`src/rtl/rtc_pkg.sv`:
```
package rtc_pkg;

    typedef enum logic [1:0] {
        CAL_IDLE    = 2'd0,
        CAL_ADVANCE = 2'd1,
        CAL_COMPARE = 2'd2
    } cal_state_e;

    typedef struct packed {
        logic [7:0] year;
        logic [7:0] month;
        logic [7:0] wday;
        logic [7:0] mday;
        logic [7:0] hour;
        logic [7:0] min;
        logic [7:0] sec;
    } rtc_time_t;

    localparam logic [3:0] A_SEC   = 4'd0;
    localparam logic [3:0] A_MIN   = 4'd1;
    localparam logic [3:0] A_HOUR  = 4'd2;
    localparam logic [3:0] A_MDAY  = 4'd3;
    localparam logic [3:0] A_WDAY  = 4'd4;
    localparam logic [3:0] A_MONTH = 4'd5;
    localparam logic [3:0] A_YEAR  = 4'd6;
    localparam logic [3:0] A_ASEC  = 4'd7;
    localparam logic [3:0] A_AMIN  = 4'd8;
    localparam logic [3:0] A_AHOUR = 4'd9;
    localparam logic [3:0] A_AMDAY = 4'd10;
    localparam logic [3:0] A_CTRL  = 4'd11;
    localparam logic [3:0] A_FLAG  = 4'd12;
    localparam logic [3:0] A_STAT  = 4'd13;

    localparam int ALARM_FIELDS = 4;

    function automatic logic [7:0] month_days(input logic [7:0] month, input logic [7:0] year);
        logic [7:0] n;
        case (month)
            8'd4, 8'd6, 8'd9, 8'd11: n = 8'd30;
            8'd2:                    n = (year[1:0] == 2'b00) ? 8'd29 : 8'd28;
            default:                 n = 8'd31;
        endcase
        return n;
    endfunction

endpackage

```
`src/rtl/rtc_divider.sv`:
```
module rtc_divider #(
    parameter int DIV_W = 15
) (
    input  logic       clk,
    input  logic       rst_n,
    input  logic       tick_en,
    input  logic       hold,
    input  logic [3:0] rate,
    output logic       sec_tick,
    output logic       per_tick
);
    localparam logic [4:0] SH_MAX = 5'(DIV_W);

    logic [DIV_W-1:0] div_q;
    logic [DIV_W-1:0] div_nx;
    logic [DIV_W-1:0] tap_mask;
    logic [4:0]       shift;

    assign div_nx = div_q + DIV_W'(1);
    assign shift  = {1'b0, rate} - 5'd1;

    always_comb begin
        if (shift >= SH_MAX) tap_mask = '1;
        else                 tap_mask = (DIV_W'(1) << shift) - DIV_W'(1);
    end

    always_ff @(posedge clk or negedge rst_n) begin
        if (!rst_n)       div_q <= '0;
        else if (hold)    div_q <= '0;
        else if (tick_en) div_q <= div_nx;
    end

    assign sec_tick = tick_en && !hold && (div_q == '1);
    assign per_tick = tick_en && !hold && (rate >= 4'd3) && ((div_nx & tap_mask) == '0);

    assert_hold_clears_R3: assert property (@(posedge clk) disable iff (!rst_n)
        hold |=> (div_q == '0));

    assert_wrap_after_sec_R3: assert property (@(posedge clk) disable iff (!rst_n)
        sec_tick |=> (div_q == '0));

endmodule

```
`src/rtl/rtc_calendar.sv`:
```
module rtc_calendar
    import rtc_pkg::*;
(
    input  logic       clk,
    input  logic       rst_n,
    input  logic       sec_tick,
    input  logic       set_mode,
    input  logic       wr_en,
    input  logic [3:0] waddr,
    input  logic [7:0] wdata,
    output rtc_time_t  now,
    output logic       upd_done
);
    cal_state_e state_q, state_d;
    rtc_time_t  tm_q, tm_adv;
    logic [7:0] dim;

    always_ff @(posedge clk or negedge rst_n) begin
        if (!rst_n) state_q <= CAL_IDLE;
        else        state_q <= state_d;
    end

    always_comb begin
        state_d = state_q;
        unique case (state_q)
            CAL_IDLE:    if (sec_tick && !set_mode) state_d = CAL_ADVANCE;
            CAL_ADVANCE: state_d = CAL_COMPARE;
            CAL_COMPARE: state_d = CAL_IDLE;
            default:     state_d = CAL_IDLE;
        endcase
    end

    assign upd_done = (state_q == CAL_COMPARE);
    assign now      = tm_q;
    assign dim      = month_days(tm_q.month, tm_q.year);

    always_comb begin
        tm_adv = tm_q;
        if (tm_q.sec < 8'd59) begin
            tm_adv.sec = tm_q.sec + 8'd1;
        end else begin
            tm_adv.sec = 8'd0;
            if (tm_q.min < 8'd59) begin
                tm_adv.min = tm_q.min + 8'd1;
            end else begin
                tm_adv.min = 8'd0;
                if (tm_q.hour < 8'd23) begin
                    tm_adv.hour = tm_q.hour + 8'd1;
                end else begin
                    tm_adv.hour = 8'd0;
                    tm_adv.wday = (tm_q.wday >= 8'd7) ? 8'd1 : tm_q.wday + 8'd1;
                    if (tm_q.mday < dim) begin
                        tm_adv.mday = tm_q.mday + 8'd1;
                    end else begin
                        tm_adv.mday = 8'd1;
                        if (tm_q.month < 8'd12) begin
                            tm_adv.month = tm_q.month + 8'd1;
                        end else begin
                            tm_adv.month = 8'd1;
                            tm_adv.year  = (tm_q.year >= 8'd99) ? 8'd0 : tm_q.year + 8'd1;
                        end
                    end
                end
            end
        end
    end

    always_ff @(posedge clk or negedge rst_n) begin
        if (!rst_n) begin
            tm_q <= '{year: 8'd0, month: 8'd1, wday: 8'd1, mday: 8'd1,
                      hour: 8'd0, min: 8'd0, sec: 8'd0};
        end else if (wr_en && set_mode && waddr <= A_YEAR) begin
            case (waddr)
                A_SEC:   tm_q.sec   <= wdata;
                A_MIN:   tm_q.min   <= wdata;
                A_HOUR:  tm_q.hour  <= wdata;
                A_MDAY:  tm_q.mday  <= wdata;
                A_WDAY:  tm_q.wday  <= wdata;
                A_MONTH: tm_q.month <= wdata;
                default: tm_q.year  <= wdata;
            endcase
        end else if (state_q == CAL_ADVANCE) begin
            tm_q <= tm_adv;
        end
    end

    assert_tick_starts_update_R3: assert property (@(posedge clk) disable iff (!rst_n)
        (sec_tick && !set_mode && state_q == CAL_IDLE) |=> (state_q == CAL_ADVANCE));

    assert_no_update_in_hold_R4: assert property (@(posedge clk) disable iff (!rst_n)
        (set_mode && state_q == CAL_IDLE) |=> (state_q != CAL_ADVANCE));

endmodule

```
`src/rtl/rtc_alarm_match.sv`:
```
module rtc_alarm_match
    import rtc_pkg::*;
(
    input  rtc_time_t                        now,
    input  logic [ALARM_FIELDS-1:0][7:0]     alarm,
    output logic                             hit
);
    logic [ALARM_FIELDS-1:0][7:0] cur;
    logic [ALARM_FIELDS-1:0]      fld_ok;

    assign cur = {now.mday, now.hour, now.min, now.sec};

    for (genvar i = 0; i < ALARM_FIELDS; i++) begin : g_field
        assign fld_ok[i] = (alarm[i][7:6] == 2'b11) || (alarm[i] == cur[i]);
    end

    assign hit = &fld_ok;

endmodule

```
`src/rtl/cal_rtc.sv`:
```
module cal_rtc
    import rtc_pkg::*;
#(
    parameter int DIV_W = 15
) (
    input  logic       clk,
    input  logic       por_n,
    input  logic       rtc_rst_n,
    input  logic       bat_test_n,
    input  logic       tick_en,
    input  logic       wr_en,
    input  logic       rd_en,
    input  logic [3:0] addr,
    input  logic [7:0] wdata,
    output logic [7:0] rdata,
    output logic       irq
);
    localparam int NFLAG = 3;

    logic                         core_rst_n;
    logic [7:0]                   ctrl_q;
    logic [ALARM_FIELDS-1:0][7:0] alarm_q;
    logic [NFLAG-1:0]             flags_q;
    logic [NFLAG-1:0]             flag_set;
    logic                         ps_q, seen_q;
    logic                         sec_tick, per_tick, upd_done, alarm_hit, flag_clr;
    rtc_time_t                    now;

    assign core_rst_n = por_n & rtc_rst_n;

    rtc_divider #(.DIV_W(DIV_W)) u_div (
        .clk      (clk),
        .rst_n    (core_rst_n),
        .tick_en  (tick_en),
        .hold     (ctrl_q[7]),
        .rate     (ctrl_q[3:0]),
        .sec_tick (sec_tick),
        .per_tick (per_tick)
    );

    rtc_calendar u_cal (
        .clk      (clk),
        .rst_n    (core_rst_n),
        .sec_tick (sec_tick),
        .set_mode (ctrl_q[7]),
        .wr_en    (wr_en),
        .waddr    (addr),
        .wdata    (wdata),
        .now      (now),
        .upd_done (upd_done)
    );

    rtc_alarm_match u_alm (
        .now   (now),
        .alarm (alarm_q),
        .hit   (alarm_hit)
    );

    always_ff @(posedge clk or negedge core_rst_n) begin
        if (!core_rst_n) begin
            ctrl_q  <= '0;
            alarm_q <= '0;
        end else if (wr_en) begin
            if (addr == A_CTRL) ctrl_q <= wdata;
            if (addr >= A_ASEC && addr <= A_AMDAY) alarm_q[addr - A_ASEC] <= wdata;
        end
    end

    assign flag_set = {per_tick, upd_done && alarm_hit, upd_done};
    assign flag_clr = rd_en && (addr == A_FLAG);

    always_ff @(posedge clk or negedge core_rst_n) begin
        if (!core_rst_n) flags_q <= '0;
        else             flags_q <= (flag_clr ? '0 : flags_q) | flag_set;
    end

    always_ff @(posedge clk or negedge por_n) begin
        if (!por_n) begin
            ps_q   <= 1'b0;
            seen_q <= 1'b0;
        end else if (!seen_q) begin
            ps_q   <= ~bat_test_n;
            seen_q <= 1'b1;
        end
    end

    assign irq = |(flags_q & ctrl_q[6:4]);

    always_comb begin
        case (addr)
            A_SEC:   rdata = now.sec;
            A_MIN:   rdata = now.min;
            A_HOUR:  rdata = now.hour;
            A_MDAY:  rdata = now.mday;
            A_WDAY:  rdata = now.wday;
            A_MONTH: rdata = now.month;
            A_YEAR:  rdata = now.year;
            A_ASEC:  rdata = alarm_q[0];
            A_AMIN:  rdata = alarm_q[1];
            A_AHOUR: rdata = alarm_q[2];
            A_AMDAY: rdata = alarm_q[3];
            A_CTRL:  rdata = ctrl_q;
            A_FLAG:  rdata = {irq, flags_q, 4'b0000};
            A_STAT:  rdata = {ps_q, 7'b0000000};
            default: rdata = 8'h00;
        endcase
    end

    assert_update_flag_R7: assert property (@(posedge clk) disable iff (!core_rst_n)
        upd_done |=> flags_q[0]);

    assert_alarm_on_update_R8: assert property (@(posedge clk) disable iff (!core_rst_n)
        $rose(flags_q[1]) |-> $past(upd_done));

    assert_irq_needs_enable_R11: assert property (@(posedge clk) disable iff (!core_rst_n)
        $rose(irq) |-> (|ctrl_q[6:4]));

    assert_power_flag_sticky_R2: assert property (@(posedge clk) disable iff (!por_n)
        seen_q |=> $stable(ps_q));

endmodule

```
`config.mk`:
```
export PLATFORM = sky130hd
export DESIGN_NAME = cal_rtc
export DESIGN_NICKNAME = d
export VERILOG_FILES = /design/src/rtl/rtc_pkg.sv /design/src/rtl/rtc_divider.sv /design/src/rtl/rtc_calendar.sv /design/src/rtl/rtc_alarm_match.sv /design/src/rtl/cal_rtc.sv
export SDC_FILE = /design/constraint.sdc
export NUM_CORES = 1
export LEC_CHECK = 0
export CORE_ASPECT_RATIO = 1.5
export CORE_UTILIZATION = 35
export CTS_BUF_LIST = sky130_fd_sc_hd__clkbuf_16
export DETAILED_ROUTE_END_ITERATION = 10
export GPL_ROUTABILITY_DRIVEN = 0
export GPL_TIMING_DRIVEN = 0
export SLEW_MARGIN = 10
export SYNTH_ARGS = -nofsm -noshare
export SYNTH_HDL_FRONTEND = slang
export SYNTH_HIERARCHICAL = 1
export SYNTH_SLANG_ARGS = --single-unit
```
`constraint.sdc`:
```
create_clock -name clk -period 4.4 [get_ports clk]
set_input_delay 0.66 -clock clk [delete_from_list [all_inputs] [get_ports clk]]
set_output_delay 0.66 -clock clk [all_outputs]
set_load 0.005 [all_outputs]
```
# --- Word level (Yosys, flattened, before mapping) ---
# Index checks and enable logic that the tools add are counted.
totals:
  regBits: 118
  inputBits: 19
  output_inout_bits: 9
  word_cells: 158
op_classes:
  add_sub_neg: 11
  order_cmp: 14
  eq_ne: 42
  shift: 1
  muxes: 33
  bitwise: 5
  n_reduce_logical: 35
op_table:
  columns: ["operator", "count"]
  rows:
  - ["2-to-1 mux 8 bit", 16]
  - ["2-to-1 mux 56 bit", 2]
  - ["one-hot mux 8 bit (14 select lines)", 1]
  - ["adder 8 x 1 -> 8 bit, second input constant", 7]
  - ["2-to-1 mux 48 bit", 1]
  - ["2-to-1 mux 15 bit", 3]
  - ["2-to-1 mux 40 bit", 1]
  - ["bitwise mux 32 bit", 1]
  - ["equality test 8 bit", 4]
  - ["2-to-1 mux 32 bit", 1]
  - ["equality test 4 bit, second input constant", 6]
  - ["inequality test 2 bit, second input constant", 12]
  - ["demux 8 bit (select 2 bit)", 1]
  - ["equality test 4 x 3 -> 1 bit, second input constant", 4]
  - ["equality test 8 x 3 -> 1 bit, second input constant", 2]
  - ["equality test 8 x 4 -> 1 bit, second input constant", 2]
  - ["less-than comparator 8 x 6 -> 1 bit, second input constant", 2]
  - ["2-to-1 mux 16 bit", 1]
  - ["one-hot mux 8 bit (2 select lines)", 1]
  - ["adder 15 x 1 -> 15 bit, second input constant", 1]
  - ["bitwise AND 15 bit", 1]
  - ["equality test 15 bit, second input constant", 1]
  - ["zero test 15 bit", 1]
  - ["left shift 1 x 5 -> 15 bit, first input constant", 1]
  - ["other kinds (44)", 68]

# --- Longest topological paths before layout ---
# Gate-level depths: netlist (run 1).
depth:
  depth_word: 10
  depth_mapped: 16

# --- By module ---
# The synthesis (run 1) kept the hierarchy.
by_module_without_submodules:
  columns: ["module", "instances", "cells_each", "area_each_um2", "seq_area_each_um2"]
  rows:
  - ["rtc_calendar", 1, 361, 3379.5, 1455.1]
  - ["cal_rtc", 1, 252, 2812.7, 1126.1]
  - ["rtc_divider", 1, 236, 1830.5, 375.4]
  - ["rtc_alarm_match", 1, 45, 366.6, 0.0]

# --- Worst setup path after synthesis (run 1) ---
# Ideal clock, no wire load.
synth_timing:
  path_type: "reg2reg"
  startpoint: "register ctrl_q[0]"
  endpoint: "register flags_q[2]"
  t_arrival_ns: 3.147
  required_ns: 4.336
  setup_slack_ns: 1.189
  path_stages_with_launch: 17
  period_less_slack_ns: 3.211
  path_cell_list: "dfrtp_1 clkbuf_2 inv_1 ha_1 clkbuf_1 nand3b_1 o41ai_4 nand2_1 ha_1 inv_1 a21o_1 mux2_2 a21oi_2 o2bb2ai_1 mux2_2 nor3_2 a21o_1"
synth_between:
  elab_chain_cells: 8
  elab_cells_between_ends: 11
  cone_classes: "2 x add/sub; 2 x order compare; 1 x shift; 1 x mux; 2 x bitwise; 3 x reduce/logical"
synth_lines:
  columns: ["item", "line", "text"]
  rows:
  - ["start, declared", "cal_rtc.sv:21", "logic [7:0] ctrl_q;"]
  - ["start signal, assigned", "cal_rtc.sv:64", "if (addr == A_CTRL) ctrl_q <= wdata;"]
  - ["subtractor 4 x 1 -> 5 bit", "rtc_divider.sv:20", "assign shift = {1'b0, rate} - 5'd1;"]
  - ["left shift 1 x 5 -> 15 bit", "rtc_divider.sv:24", "else tap_mask = (DIV_W'(1) << shift) - DIV_W'(1);"]
  - ["subtractor 15 x 2 -> 15 bit", "rtc_divider.sv:24", null]
  - ["2-to-1 mux 15 bit", "rtc_divider.sv:23", "if (shift >= SH_MAX) tap_mask = '1;"]
  - ["bitwise AND 15 bit", "rtc_divider.sv:34", "assign per_tick = tick_en && !hold && (rate >= 4'd3) && ((div_nx & tap_mask) == '0);"]
  - ["zero test 15 bit", "rtc_divider.sv:34", null]
  - ["logical AND 1 bit *", "rtc_divider.sv:34", null]
  - ["net per_tick", "cal_rtc.sv:26", "logic sec_tick, per_tick, upd_done, alarm_hit, flag_clr;"]
  - ["bitwise OR 3 bit *", "cal_rtc.sv:74", "else flags_q <= (flag_clr ? '0 : flags_q) | flag_set;"]
  - ["end signal, assigned", "cal_rtc.sv:74", null]
  - ["end, declared", "cal_rtc.sv:23", "logic [NFLAG-1:0] flags_q;"]
# Mark *: on every way through the listed nets, which the timed path passes. The rest lies on a longest branch.
# A chain may end at the register's enable or synchronous reset.

# --- Final worst setup path (run 1) ---
layout_timing:
  startpoint: "input addr[0]"
  endpoint: "output rdata[0]"
layout_between:
  elab_chain_cells: 2
  elab_cells_between_ends: 15
  cone_classes: "13 x eq/ne; 1 x mux; 1 x reduce/logical"
layout_lines:
  columns: ["item", "line", "text"]
  rows:
  - ["start, declared", "cal_rtc.sv:13", "input logic [3:0] addr,"]
  - ["equality test 4 bit (tied with other cells)", "cal_rtc.sv:90", "case (addr)"]
  - ["one-hot mux 8 bit (14 select lines) *", "cal_rtc.sv:90", null]
  - ["end, declared", "cal_rtc.sv:15", "output logic [7:0] rdata,"]
# Every way passes the cells marked *; elsewhere a longest branch is shown, timed or not.

==> reports/metrics.cfg, run 1 <==
[floorplan]
dieArea_sq_um = 24600
floorplan.initialDensity_pct = 35.6
num_rows = 69
boundaryPins = 28
horizontal_extent_of_the_die_um = 128
die_h_um = 192
core_region_area_sq_um = 23600

[outcome]
status = finished clean

[global_routing]
grt_use_total_pct = 24.3
grt_pass1_wl_um = 43900
grt_remaining_overflow = 0
grt_pass1_vias = 7402
initial_antenna_violation_count = 0
pin_count_of_the_biggest_net_entering_global_routing = 61

[logic_synthesis]
synth_commonest_cells = sky130_fd_sc_hd__dfrtp_1, sky130_fd_sc_hd__nand2_1, sky130_fd_sc_hd__o21ai_0
dominantRegCellSynth = sky130_fd_sc_hd__dfrtp_1
synth_area_per_cell_sq_um = 9.38
netlist-cell-type-count = 103
syn_nets = 933
yosysMostFrequentCell = sky130_fd_sc_hd__dfrtp_1
yosys.area.top_type = sky130_fd_sc_hd__dfrtp_1
synth_sequential_area_ratio_pct = 35.2
synth.yosys.warnings = 6
syn_area_sq_um = 8390
ys_ff_latch = 118
post_synth_main_area_contributors = sky130_fd_sc_hd__dfrtp_1, sky130_fd_sc_hd__mux2_2, sky130_fd_sc_hd__xor2_1
ys_async_sr_fraction_pct = 100
synthCells = 894
synth_top_area_share_pct = 34.3
synth_edf_count = 0

[clocking]
root_buffer = sky130_fd_sc_hd__clkbuf_16
cts-root-to-sink-buffers = 2
post_cts.resized_instances = 0
cts_max_level = 4
post-cts-setup-buffers = 0
clock_latency_ns = 0.42
cts_tree = done
tritoncts.num_buffers = 17
clock_sink_count = 118
cts_hold_repair.buffers = 0
worst_setup_hold_path_clk_slew_ns = 0.05

[final_layout]
fraction_of_final_layout_cells_sized_beyond_drive_strength_1_pct = 17.4
area_growth_syn_to_fin_pct = 15.5
nets = 981
antennaDiodeCount = 0
finalCoreUtilization_pct = 41.1

[route]
route.detailed.vias_per_inst = 5.88
drc_errors = 0
drt-initial-drc-count = 807
detail_route.wirelength_um = 28300
wire_per_inst_um = 22.2
route.antenna.remaining_nets = 0
drtPass1Iterations = 5
detailroute.via_count = 7490

[power]
total_power_uw = 3780
power.density_cell_area_nw_per_um2 = 390
max-vdd-ir-drop_mv = 0.278
power_leakage_uw = 0.00417

[setup_path]
critical_path.slowest_cell = sky130_fd_sc_hd__clkdlybuf4s50_1
crit_path_frequent_cell = sky130_fd_sc_hd__clkdlybuf4s50_1
cp_data_arrival_time_ns = 3.23
path_delay_family = buffers and inverters
worst_path_largest_cell_delay_ns = 0.63
chain_of_cells_forming_the_critical_path = clkdlybuf4s50_1 > buf_2 > buf_4 > clkbuf_1 > o22ai_1 > a221o_1 > clkdlybuf4s50_1
worst_path_maximum_fanout = 10
cp-start-kind = input pin
required_ns = 3.74
path_buf_inv = 5
end_kind = primary output
timing.setup.critical_path_class = in -> out

[timing]
fin_worst_skew_ns = 0.0108
final.period_utilization_pct = 88.3
finalWorstPathRequiredPeriod_ns = 3.89
finalHoldViolCount = 0
worst_slack_ns = 0.513
grt_setup_unrepaired = false
slew_viol_final = 0
timing.hold.ws_ns = 0.415
timing_worst_slew_pin_value_ns = 0.724
timing.max_slew.rel_slack_pct = 51.7
achievable_clock_frequency_mhz = 257
timing.final.setup_violations = 0

[placement]
detailedPlacementHpwl_um = 21300
dpl_worst_slack_ns = 0.581
io_buffers = 27

[hold_path]
class_of_the_most_critical_hold_timing_path = in -> async

[job]
maxCapViolations = 0

## path summary, 6_finish.rpt
| check | from | endpoint | slack, ns | cells after the start |
|---|---|---|---|---|
| max in group asynchronous | por_n | u_div/div_q[5] | 2.96 | 4 |
| setup / recovery | addr[0] | rdata[0] | 0.51 | 7 |
| min in group clk | seen_q | ps_q | 0.45 | 1 |
| setup reg to reg | ctrl_q[0] | flags_q[2] | 0.59 | 16 |
| hold / removal | por_n | seen_q | 0.42 | 1 |
| hold reg to reg | seen_q | ps_q | 0.45 | 1 |
## state kept, by name, indices dropped and copies added (netlist names)
name / cells
ps_q: 1
u_div/div_q: 15
u_cal/now: 56
alarm_q: 32
ctrl_q: 8
seen_q: 1
u_cal/state_q: 2
flags_q: 3
## routing by layer
metal  wire [um]  vias to the layer above  track usage [%]  share of wire, %
li1            -                     3395                -                 -
met1       10600                     3653             26.6                37
met2       14200                      324             41.5                50
met3        1390                      118             4.23               4.9
met4        2140                        0             18.6               7.6
met5           0                        -                0                 0
## area by class of cell
cell class,count,area (sq um)
tap,319,399
inverter,26,97.6
multi-input combinational,703,5020
fill,2324,13900
sequential,118,2960
timing repair buffer,29,325
clock buffer,17,425
buffer,47,314
clock inverter,15,149
## worst register-to-register path, delay by kind of cell (launching register included)
family	cells	cell delay, ns
mux	2	0.64
fa+ha+maj	2	0.58
simple gates	3	0.51
flops	1	0.45
buf+inv	4	0.92
compound gates	5	0.64
## through the flow
stage | instances | TNS (ns) | area, sq um
final | 1274 | 0 | 9690
after global routing | 1274 | 0 | 9690
after CTS | 1274 | 0 | 9690
after detailed placement | 1242 | 0 | 9120
after global placement | 1240 | -257.01 | 9060
after floorplan | 894 | 0 | 8390
## where the power goes
part	switching, uW	leakage, uW	internal [uW]
combinational	579	0.00234	448
sequential	176	0.00154	1200
clock	506	0.000291	872
total	1260	0.00417	2520
## cells by family (layout without fill, tap and decap cells)
logic type | Yosys count | after routing | synth area share, %
and+or+nand+nor | 303 | 303 | 19.1
AOI/OAI and AO/OA | 247 | 247 | 21.8
DFF | 118 | 118 | 35.2
buffers and inverters | 73 | 134 | 4.91
muxes | 72 | 72 | 9.62
xor gates and xnor gates | 60 | 60 | 6.26
adders and majority gates | 20 | 20 | 2.98
other | 1 | 1 | 0.0447
## layout by cell type, fill, tap and decap left out, types with 5 or more instances in the layout
| cell | synthesis | final |
|---|---|---|
| sky130_fd_sc_hd__a211oi_1 | 6 | 6 |
| sky130_fd_sc_hd__a21o_1 | 10 | 10 |
| sky130_fd_sc_hd__a21oi_1 | 40 | 40 |
| sky130_fd_sc_hd__a22o_1 | 5 | 5 |
| sky130_fd_sc_hd__a22oi_1 | 8 | 8 |
| sky130_fd_sc_hd__a31oi_1 | 16 | 16 |
| sky130_fd_sc_hd__and2_1 | 7 | 6 |
| sky130_fd_sc_hd__and3_1 | 21 | 21 |
| sky130_fd_sc_hd__buf_2 | 16 | 16 |
| sky130_fd_sc_hd__buf_4 | 5 | 5 |
| sky130_fd_sc_hd__buf_6 | 10 | 10 |
| sky130_fd_sc_hd__clkbuf_1 | 13 | 13 |
| sky130_fd_sc_hd__clkbuf_16 | 0 | 17 |
| sky130_fd_sc_hd__clkdlybuf4s50_1 | 0 | 27 |
| sky130_fd_sc_hd__clkinv_2 | 0 | 5 |
| sky130_fd_sc_hd__dfrtp_1 | 115 | 115 |
| sky130_fd_sc_hd__ha_1 | 20 | 20 |
| sky130_fd_sc_hd__inv_1 | 26 | 29 |
| sky130_fd_sc_hd__mux2_2 | 53 | 53 |
| sky130_fd_sc_hd__mux2i_1 | 15 | 15 |
| sky130_fd_sc_hd__nand2_1 | 79 | 79 |
| sky130_fd_sc_hd__nand2b_1 | 5 | 5 |
| sky130_fd_sc_hd__nand3_1 | 35 | 35 |
| sky130_fd_sc_hd__nand3b_1 | 5 | 5 |
| sky130_fd_sc_hd__nand4_1 | 13 | 13 |
| sky130_fd_sc_hd__nor2_1 | 57 | 57 |
| sky130_fd_sc_hd__nor2b_1 | 13 | 13 |
| sky130_fd_sc_hd__nor3_1 | 15 | 15 |
| sky130_fd_sc_hd__nor4_1 | 12 | 12 |
| sky130_fd_sc_hd__o21ai_0 | 64 | 64 |
| sky130_fd_sc_hd__o21ai_1 | 5 | 5 |
| sky130_fd_sc_hd__o22ai_1 | 5 | 5 |
| sky130_fd_sc_hd__o2bb2ai_1 | 5 | 5 |
| sky130_fd_sc_hd__o31a_1 | 6 | 6 |
| sky130_fd_sc_hd__xnor2_1 | 9 | 9 |
| sky130_fd_sc_hd__xor2_1 | 51 | 51 |
Power figures use the tool's default switching activity.
==> inputs of run 2 (changes only) <==
SLEW_MARGIN = 5   (was 10)
==> reports/metrics.cfg, run 2 (synthesis gave the netlist of run 1 again) <==
[outcome]
status = finished clean

[power]
power_leakage_uw = 0.00413
clock_power_share_pct = 36.0
power.share.sequential_pct = 36.7
p_comb_share_pct = 27.3
net_sw_power_uw = 1270
max-vdd-ir-drop_mv = 0.290
total_power_uw = 3740
power.density_cell_area_nw_per_um2 = 387
internal_power_uw = 2470
switch_share_pct = 34.1

[clocking]
tritoncts.num_buffers = 17
worst_setup_hold_path_clk_slew_ns = 0.06
cts_max_level = 4
clock_latency_ns = 0.43
cts_tree = done
cts-root-to-sink-buffers = 2
post-cts-setup-buffers = 0
cts_hold_repair.buffers = 0
root_buffer = sky130_fd_sc_hd__clkbuf_16
clock_sink_count = 118
post_cts.resized_instances = 0

[timing]
finalHoldViolCount = 0
final.period_utilization_pct = 88.2
grt_setup_unrepaired = false
finalWorstPathRequiredPeriod_ns = 3.88
slew_viol_final = 0
achievable_clock_frequency_mhz = 258
timing_worst_slew_pin_value_ns = 0.808
setup-tns-final_ns = 0
timing.final.setup_violations = 0
timing.max_slew.rel_slack_pct = 46.1
fin_worst_skew_ns = 0.00967

[placement]
io_buffers = 27
detailedPlacementHpwl_um = 21300

[route]
drtPass1Iterations = 5
detail_route.wirelength_um = 28100
drc_errors = 0
wire_per_inst_um = 22.1
drt-initial-drc-count = 827
detailroute.via_count = 7473
route.detailed.vias_per_inst = 5.87
route.antenna.remaining_nets = 0

[global_routing]
grt_use_total_pct = 24.2
grt_pass1_vias = 7199
pin_count_of_the_biggest_net_entering_global_routing = 64
grt_pass1_wl_um = 43500
initial_antenna_violation_count = 0
grt_remaining_overflow = 0

[setup_path]
end_kind = primary output
critical_path.slowest_cell = sky130_fd_sc_hd__clkdlybuf4s50_1
timing.setup.critical_path_class = in -> out
path_delay_family = buffers and inverters
required_ns = 3.74
path_buf_inv = 5
worst_path_largest_cell_delay_ns = 0.63
chain_of_cells_forming_the_critical_path = clkdlybuf4s50_1 > buf_2 > buf_4 > buf_2 > nor2_1 > a21oi_1 > nor3_1 > a2111o_1 > clkdlybuf4s50_1
reg2reg_setup_slack_ns = 0.59
worst_path_maximum_fanout = 10
cp-start-kind = input pin
cp_data_arrival_time_ns = 3.22

[final_layout]
finalCoreUtilization_pct = 41.0
antennaDiodeCount = 0
final_common_cell = sky130_fd_sc_hd__dfrtp_1
final_cell_mix = sky130_fd_sc_hd__dfrtp_1, sky130_fd_sc_hd__nand2_1, sky130_fd_sc_hd__o21ai_0
largest_reg_flops = 56
area_growth_syn_to_fin_pct = 15.1
fraction_of_final_layout_cells_sized_beyond_drive_strength_1_pct = 17.6
nets = 980

[floorplan]
core_region_area_sq_um = 23600
dieArea_sq_um = 24600
horizontal_extent_of_the_die_um = 128
num_rows = 69
boundaryPins = 28
floorplan.initialDensity_pct = 35.6
die_h_um = 192

[hold_path]
class_of_the_most_critical_hold_timing_path = in -> async

[job]
maxCapViolations = 0

run 2: worst reg2reg max path, stage by stage (launching register included):
cell	delay (ns)
sky130_fd_sc_hd__dfrtp_1	0.46
sky130_fd_sc_hd__clkbuf_2	0.23
sky130_fd_sc_hd__inv_1	0.14
sky130_fd_sc_hd__ha_1	0.34
sky130_fd_sc_hd__clkbuf_1	0.40
sky130_fd_sc_hd__nand3b_1	0.20
sky130_fd_sc_hd__o41ai_4	0.13
sky130_fd_sc_hd__nand2_1	0.12
sky130_fd_sc_hd__ha_1	0.23
sky130_fd_sc_hd__inv_1	0.15
sky130_fd_sc_hd__a21o_1	0.17
sky130_fd_sc_hd__mux2_2	0.35
sky130_fd_sc_hd__a21oi_2	0.16
sky130_fd_sc_hd__o2bb2ai_1	0.10
sky130_fd_sc_hd__mux2_2	0.29
sky130_fd_sc_hd__nor3_2	0.20
sky130_fd_sc_hd__a21o_1	0.10
run 2: metrics by stage:
step | area [sq um] | std cells | worst slack (ns) | hold slack (ns)
floorplan | 8390 | 894 | 0.0699 | 0.364
global placement | 9060 | 1240 | -2.27 | 0.436
detailed placement | 9090 | 1241 | 0.592 | 0.448
CTS | 9650 | 1273 | 0.584 | 0.389
global route | 9650 | 1273 | 0.376 | 0.406
finish | 9650 | 1273 | 0.520 | 0.406
run 2: cell type report:
cell class              instances  area [sq um]
clock inverters                15           140
repair buffers                 28           298
well taps                     319           399
flip-flops and latches        118          2960
multi-input cells             703          5020
fillers                      2331         13900
clock buffers                  17           425
plain buffers                  47           314
inverters                      26          97.6
run 2: path summary, 6_finish.rpt:
path,endpoint,startpoint,depth (start not counted)
min,seen_q,por_n,1
min in group clk,ps_q,seen_q,1
max,rdata[7],addr[0],9
max reg2reg,flags_q[2],ctrl_q[0],16
max in group asynchronous,u_cal/now[21],por_n,3
min reg2reg,ps_q,seen_q,1
run 2: power groups by stage:
| stage | combinational (uW) | clock [uW] | sequential, uW |
|---|---|---|---|
| final | 1020 | 1350 | 1370 |
| after global routing | 1120 | 1430 | 1390 |
| after CTS | 1010 | 1380 | 1370 |
| after detailed placement | 1010 | 0 | 1390 |
| after global placement | 995 | 0 | 1390 |
| after floorplan | 756 | 0 | 1310 |
run 2: routing by layer:
metal  global-route usage [%]  share of wire, %
met3                     3.82               5.5
met4                     18.9               8.1
met2                     41.1                50
met1                     26.8                37
met5                        0                 0
